<file path="src/rtl/pgate_pkg.sv">
package pgate_pkg;
  typedef enum logic [1:0] {
    ST_ON  = 2'd0,
    ST_ISO = 2'd1,
    ST_OFF = 2'd2,
    ST_UP  = 2'd3
  } pg_state_e;
endpackage

</file>
<file path="src/rtl/pgate_cnt.sv">
module pgate_cnt #(
  parameter int CW = 4
) (
  input  logic          clk,
  input  logic          rst_n,
  input  logic          load,
  input  logic [CW-1:0] load_val,
  input  logic          dec,
  output logic          zero
);
  logic [CW-1:0] cnt_q;

  always_ff @(posedge clk or negedge rst_n) begin
    if (!rst_n)
      cnt_q <= '0;
    else if (load)
      cnt_q <= load_val;
    else if (dec && cnt_q != '0)
      cnt_q <= cnt_q - 1'b1;
  end

  assign zero = (cnt_q == '0);
endmodule

</file>
<file path="src/rtl/pgate_fsm.sv">
module pgate_fsm
  import pgate_pkg::*;
#(
  parameter int CW = 4
) (
  input  logic          clk,
  input  logic          rst_n,
  input  logic          req_down,
  input  logic          req_up,
  input  logic          pwr_good,
  input  logic [CW-1:0] iso_lead,
  input  logic [CW-1:0] settle,
  input  logic          cnt_zero,
  output logic          cnt_load,
  output logic [CW-1:0] cnt_val,
  output logic          cnt_dec,
  output pg_state_e     state,
  output logic          sw_en,
  output logic          iso_n,
  output logic          busy
);
  pg_state_e state_q, state_d;
  logic      good_q, good_d;
  logic      sw_q, iso_q;

  always_comb begin
    state_d  = state_q;
    good_d   = good_q;
    cnt_load = 1'b0;
    cnt_val  = iso_lead;
    cnt_dec  = 1'b0;
    unique case (state_q)
      ST_ON: begin
        if (req_down) begin
          state_d  = ST_ISO;
          cnt_load = 1'b1;
          cnt_val  = iso_lead;
        end
      end
      ST_ISO: begin
        if (cnt_zero) state_d = ST_OFF;
        else          cnt_dec = 1'b1;
      end
      ST_OFF: begin
        if (req_up) begin
          state_d = ST_UP;
          good_d  = 1'b0;
        end
      end
      ST_UP: begin
        if (!good_q) begin
          if (pwr_good) begin
            good_d   = 1'b1;
            cnt_load = 1'b1;
            cnt_val  = settle;
          end
        end else if (cnt_zero) begin
          state_d = ST_ON;
        end else begin
          cnt_dec = 1'b1;
        end
      end
      default: state_d = ST_ON;
    endcase
  end

  always_ff @(posedge clk or negedge rst_n) begin
    if (!rst_n) begin
      state_q <= ST_ON;
      good_q  <= 1'b0;
      sw_q    <= 1'b1;
      iso_q   <= 1'b1;
    end else begin
      state_q <= state_d;
      good_q  <= good_d;
      sw_q    <= (state_d != ST_OFF);
      iso_q   <= (state_d == ST_ON);
    end
  end

  assign state = state_q;
  assign sw_en = sw_q;
  assign iso_n = iso_q;
  assign busy  = (state_q == ST_ISO) || (state_q == ST_UP);

  assert_iso_before_off_R3: assert property (@(posedge clk) disable iff (!rst_n)
    $fell(sw_en) |-> (!iso_n && !$past(iso_n)));
  assert_off_isolated_R3: assert property (@(posedge clk) disable iff (!rst_n)
    !sw_en |-> !iso_n);
  assert_release_after_good_R5: assert property (@(posedge clk) disable iff (!rst_n)
    $rose(iso_n) |-> ($past(state_q) == ST_UP && $past(good_q)));
  assert_wake_isolated_R4: assert property (@(posedge clk) disable iff (!rst_n)
    $rose(sw_en) |-> !iso_n);
  assert_idle_consistent_R12: assert property (@(posedge clk) disable iff (!rst_n)
    !busy |-> (iso_n == sw_en));
  assert_leave_off_R7: assert property (@(posedge clk) disable iff (!rst_n)
    ($past(state_q) == ST_OFF && state_q != ST_OFF) |-> (state_q == ST_UP && $past(req_up)));
  assert_leave_on_R7: assert property (@(posedge clk) disable iff (!rst_n)
    ($past(state_q) == ST_ON && state_q != ST_ON) |-> (state_q == ST_ISO && $past(req_down)));
endmodule

</file>
<file path="src/rtl/pgate_clamp_bank.sv">
module pgate_clamp_bank #(
  parameter int         W          = 8,
  parameter logic [W-1:0] CLAMP_MASK = '0
) (
  input  logic         iso_n,
  input  logic [W-1:0] src,
  output logic [W-1:0] dst
);
  for (genvar i = 0; i < W; i++) begin : g_bit
    if (CLAMP_MASK[i]) begin : g_hi
      assign dst[i] = src[i] | ~iso_n;
    end else begin : g_lo
      assign dst[i] = src[i] & iso_n;
    end
  end
endmodule

</file>
<file path="src/rtl/pgate_seq.sv">
module pgate_seq
  import pgate_pkg::*;
#(
  parameter int           W          = 8,
  parameter int           CW         = 4,
  parameter logic [W-1:0] CLAMP_MASK = 8'hA5
) (
  input  logic          clk,
  input  logic          rst_n,
  input  logic          req_down,
  input  logic          req_up,
  input  logic          pwr_good,
  input  logic [CW-1:0] iso_lead,
  input  logic [CW-1:0] settle,
  input  logic [W-1:0]  dom_out,
  output logic          sw_en,
  output logic          iso_n,
  output logic [W-1:0]  clamp_out,
  output logic          busy,
  output logic [1:0]    state_o
);
  logic          cnt_load, cnt_dec, cnt_zero;
  logic [CW-1:0] cnt_val;
  pg_state_e     state;

  pgate_fsm #(.CW(CW)) u_fsm (
    .clk(clk), .rst_n(rst_n), .req_down(req_down), .req_up(req_up),
    .pwr_good(pwr_good), .iso_lead(iso_lead), .settle(settle),
    .cnt_zero(cnt_zero), .cnt_load(cnt_load), .cnt_val(cnt_val),
    .cnt_dec(cnt_dec), .state(state), .sw_en(sw_en), .iso_n(iso_n),
    .busy(busy)
  );

  pgate_cnt #(.CW(CW)) u_cnt (
    .clk(clk), .rst_n(rst_n), .load(cnt_load), .load_val(cnt_val),
    .dec(cnt_dec), .zero(cnt_zero)
  );

  pgate_clamp_bank #(.W(W), .CLAMP_MASK(CLAMP_MASK)) u_clamp (
    .iso_n(iso_n), .src(dom_out), .dst(clamp_out)
  );

  assign state_o = state;

  assert_off_clamped_R11: assert property (@(posedge clk) disable iff (!rst_n)
    !sw_en |-> (clamp_out === CLAMP_MASK));
endmodule

</file>
<file path="config.mk">
export PLATFORM = sky130hd
export DESIGN_NAME = pgate_seq
export DESIGN_NICKNAME = d
export VERILOG_FILES = /design/src/rtl/pgate_pkg.sv /design/src/rtl/pgate_cnt.sv /design/src/rtl/pgate_fsm.sv /design/src/rtl/pgate_clamp_bank.sv /design/src/rtl/pgate_seq.sv
export SDC_FILE = /design/constraint.sdc
export NUM_CORES = 1
export LEC_CHECK = 0
export BUFFER_PORTS_ARGS = -buffer_cell sky130_fd_sc_hd__buf_2
export CAP_MARGIN = 20
export CELL_PAD_IN_SITES_DETAIL_PLACEMENT = 1
export CELL_PAD_IN_SITES_GLOBAL_PLACEMENT = 1
export CORE_MARGIN = 2
export CORE_UTILIZATION = 30
export CTS_CLUSTER_DIAMETER = 200
export DETAILED_ROUTE_END_ITERATION = 6
export PLACE_DENSITY_LB_ADDON = 0.12
export SYNTH_ARGS = -nofsm -noshare
export SYNTH_HDL_FRONTEND = slang
export SYNTH_SLANG_ARGS = --single-unit
</file>
<file path="constraint.sdc">
create_clock -name clk -period 3.5 [get_ports clk]
set_input_delay 1.05 -clock clk [delete_from_list [all_inputs] [get_ports clk]]
set_output_delay 1.05 -clock clk [all_outputs]
set_load 0.02 [all_outputs]
</file>
==> flow_metrics.tcl <==
set metrics [dict create \
    synth.distinct_cells 26 \
    post-cts-setup-buffers 0 \
    insertedDiodeCount 0 \
    clk_latency_ns 0.27 \
    antenna_found_initial 0 \
    cts_tree "done" \
    io_pins 34 \
    nNetsFinal 136 \
    path_cells "inv_1 -> ha_1 -> or2_2 -> buf_2" \
    gp_congestion 0.779 \
    period_share 0.736 \
    grt_usage 0.146 \
    synth_top_area_share 0.252 \
    die_w_um 52.1 \
    avgSynthCellArea_um2 9.78 \
    portBuffers 33 \
    worstMarginPinSlew_ns 0.569 \
    clk_pin_slew_ns 0.07 \
    synth_nets 98 \
    yosysSeqAreaShare 0.328 \
    ant_nets 0 \
    slowest_stage "dfrtp_1" \
    finalWirelength_um 1730 \
    finalSetupTns_ns 0 \
    power.leakage_nw 0.450 \
    p_sw_frac 0.463 \
    slowest_delay_ns 0.45 \
    p_int_mw 0.385 \
    worstPathArrival_ns 1.53 \
    net-switching-power_mw 0.331 \
    synth_warnings 0 \
    p_comb_frac 0.590 \
    grt_setup_unrepaired "false" \
    cts_made_buffers 3 \
    p_per_area_nw_per_um2 778 \
    die_area_um2 2720 \
    coreArea_um2 2190 \
    fin_skew_ns 0.00683 \
    drc 0 \
    slew_viol_final 0 \
    fp.dieH_um 52.1 \
    synthCells 71 \
    dp_hpwl_um 1470 \
    max_slew_margin 0.620 \
    grt_pass1_vias 656 \
    grt_pass1_wl_um 2880 \
    cap_violations 0 \
    fmax_mhz 388 \
    worstSetupPathType "flop to primary output" \
    yosys.area.top_type "dfrtp_1" \
    dp_cells 132 \
    peakVddDrop_v 0.000335 \
    htree_levels 1 \
    area_growth_pct 32.6 \
    start_util 0.317 \
    end_kind "primary output" \
    drt_iter0_markers 3 \
    p_clk_frac 0.116 \
    synth_area_leaders "dfrtp_1, ha_1, mux2i_1, dfstp_2, nand2b_1" \
    period_minus_slack_ns 2.58 \
    grt_max_degree 10 \
    min_path_type "flop to flop" \
    hold_viol 0 \
    num_vias 646 \
    ctsResizeCount 0 \
    stdcell_count 136 \
    syn_area_um2 694 \
    worstPathMaxFanout 6 \
    cts_hold_buffers 0 \
    clockRootBuffer "clkbuf_4" \
    critical_path_required_ns 2.45 \
    worstSetupStartpointType "flop" \
    ys_ff_latch 9 \
    setup_viol 0 \
    overflow 0 \
    clockBufferDepth 2 \
    wl_per_cell_um 12.7 \
    power.share.sequential 0.294 \
    vias_per_cell 4.75 \
    outcome "complete, no violations" \
    rows 17 \
    drive_gt1_frac 0.417 \
    post-route-util 0.420 \
    first_pass_iters 2 \
    cts.sinks 9 \
]
## power groups by stage
stage | registers [mW] | clock network (mW) | logic (mW)
6_report | 0.211 | 0.0832 | 0.422
5_1_grt | 0.222 | 0.0955 | 0.468
4_1_cts | 0.211 | 0.0866 | 0.431
3_5_place_dp | 0.212 | 0 | 0.428
3_3_place_gp | 0.212 | 0 | 0.414
2_1_floorplan | 0.220 | 0 | 0.297
## path summary, 6_finish.rpt
check / startpoint / end / slack (ns) / depth (start not counted)
setup / recovery: u_fsm.state[1] / busy / 0.92 / 4
hold / removal: u_fsm.good_q / u_fsm.good_q / 0.58 / 2
setup reg to reg: u_fsm.state[0] / u_cnt.cnt_q[1] / 1.62 / 5
hold reg to reg: u_fsm.good_q / u_fsm.good_q / 0.58 / 2
max in group asynchronous: rst_n / u_fsm.iso_n / 2.62 / 1
min in group asynchronous: rst_n / u_fsm.good_q / 0.62 / 1
## per-layer routing
metal  part of all wire  GRT usage
met1               0.41      0.168
met2               0.53      0.262
met3              0.061     0.0575
met4                  0     0.0132
met5                  0          0
## through the flow
stage	setup slack (ns)	instance area [um^2]	power (mW)	hold WS [ns]
after global routing	0.825	921	0.785	0.617
after detailed placement	1.01	895	0.640	0.578
final	0.922	921	0.716	0.584
after floorplan	1.18	694	0.517	0.532
after CTS	0.891	921	0.729	0.592
after global placement	1.02	895	0.626	0.578
## worst max-delay path: cells and delay by family (launching register included)
family / cells / cell delay [ns]
DFF: 1 / 0.45
adders and majority gates: 1 / 0.26
and+or+nand+nor: 1 / 0.29
buffers and inverters: 2 / 0.27
## cells by family after synthesis
family,Yosys count,share of synthesized area
xor gates and xnor gates,3,0.0378
adders and majority gates,6,0.108
and+or+nand+nor,27,0.240
DFF,9,0.328
muxes,7,0.103
buffers and inverters,5,0.0270
AOI/OAI and AO/OA,14,0.157
## cell usage after synthesis
library cell,n
mux2i_1,6
nor3b_4,1
or2_2,1
a2111oi_2,1
ha_1,6
dfstp_2,2
o21ai_0,1
a21oi_1,6
and2_1,4
nand2b_1,6
o21a_1,1
o32ai_2,1
inv_1,5
nor3_1,1
nor2_1,5
o21a_2,1
dfrtp_1,7
xnor2_1,3
nand2_1,5
a2111o_1,1
mux2_2,1
nor3b_1,1
nand3b_2,1
or3_1,1
a211oi_1,2
nand4bb_1,1
## area by class of cell
class / count / area [um^2]
Fill cell: 273 / 1270
Multi-Input combinational cell: 57 / 448
Sequential cell: 9 / 228
Timing Repair Buffer: 33 / 165
Tap cell: 28 / 35.0
Clock buffer: 4 / 26.3
Inverter: 5 / 18.8
## cells in the final DEF (no fill, tap or decap), types with 2 or more instances in the layout
cell type	instances
buf_2	33
xnor2_1	3
nor2_1	5
a21oi_1	6
nand2b_1	6
clkbuf_4	3
nand2_1	5
ha_1	6
a211oi_1	2
dfstp_2	2
and2_1	4
inv_1	5
mux2i_1	6
dfrtp_1	7
## sequential cells by signal, indices dropped and copies added (netlist names)
name and flops:
u_fsm.iso_n 1, u_fsm.good_q 1, u_fsm.sw_en 1, u_fsm.state 2, u_cnt.cnt_q 4
No activity file was read; power rests on OpenSTA's default activity.
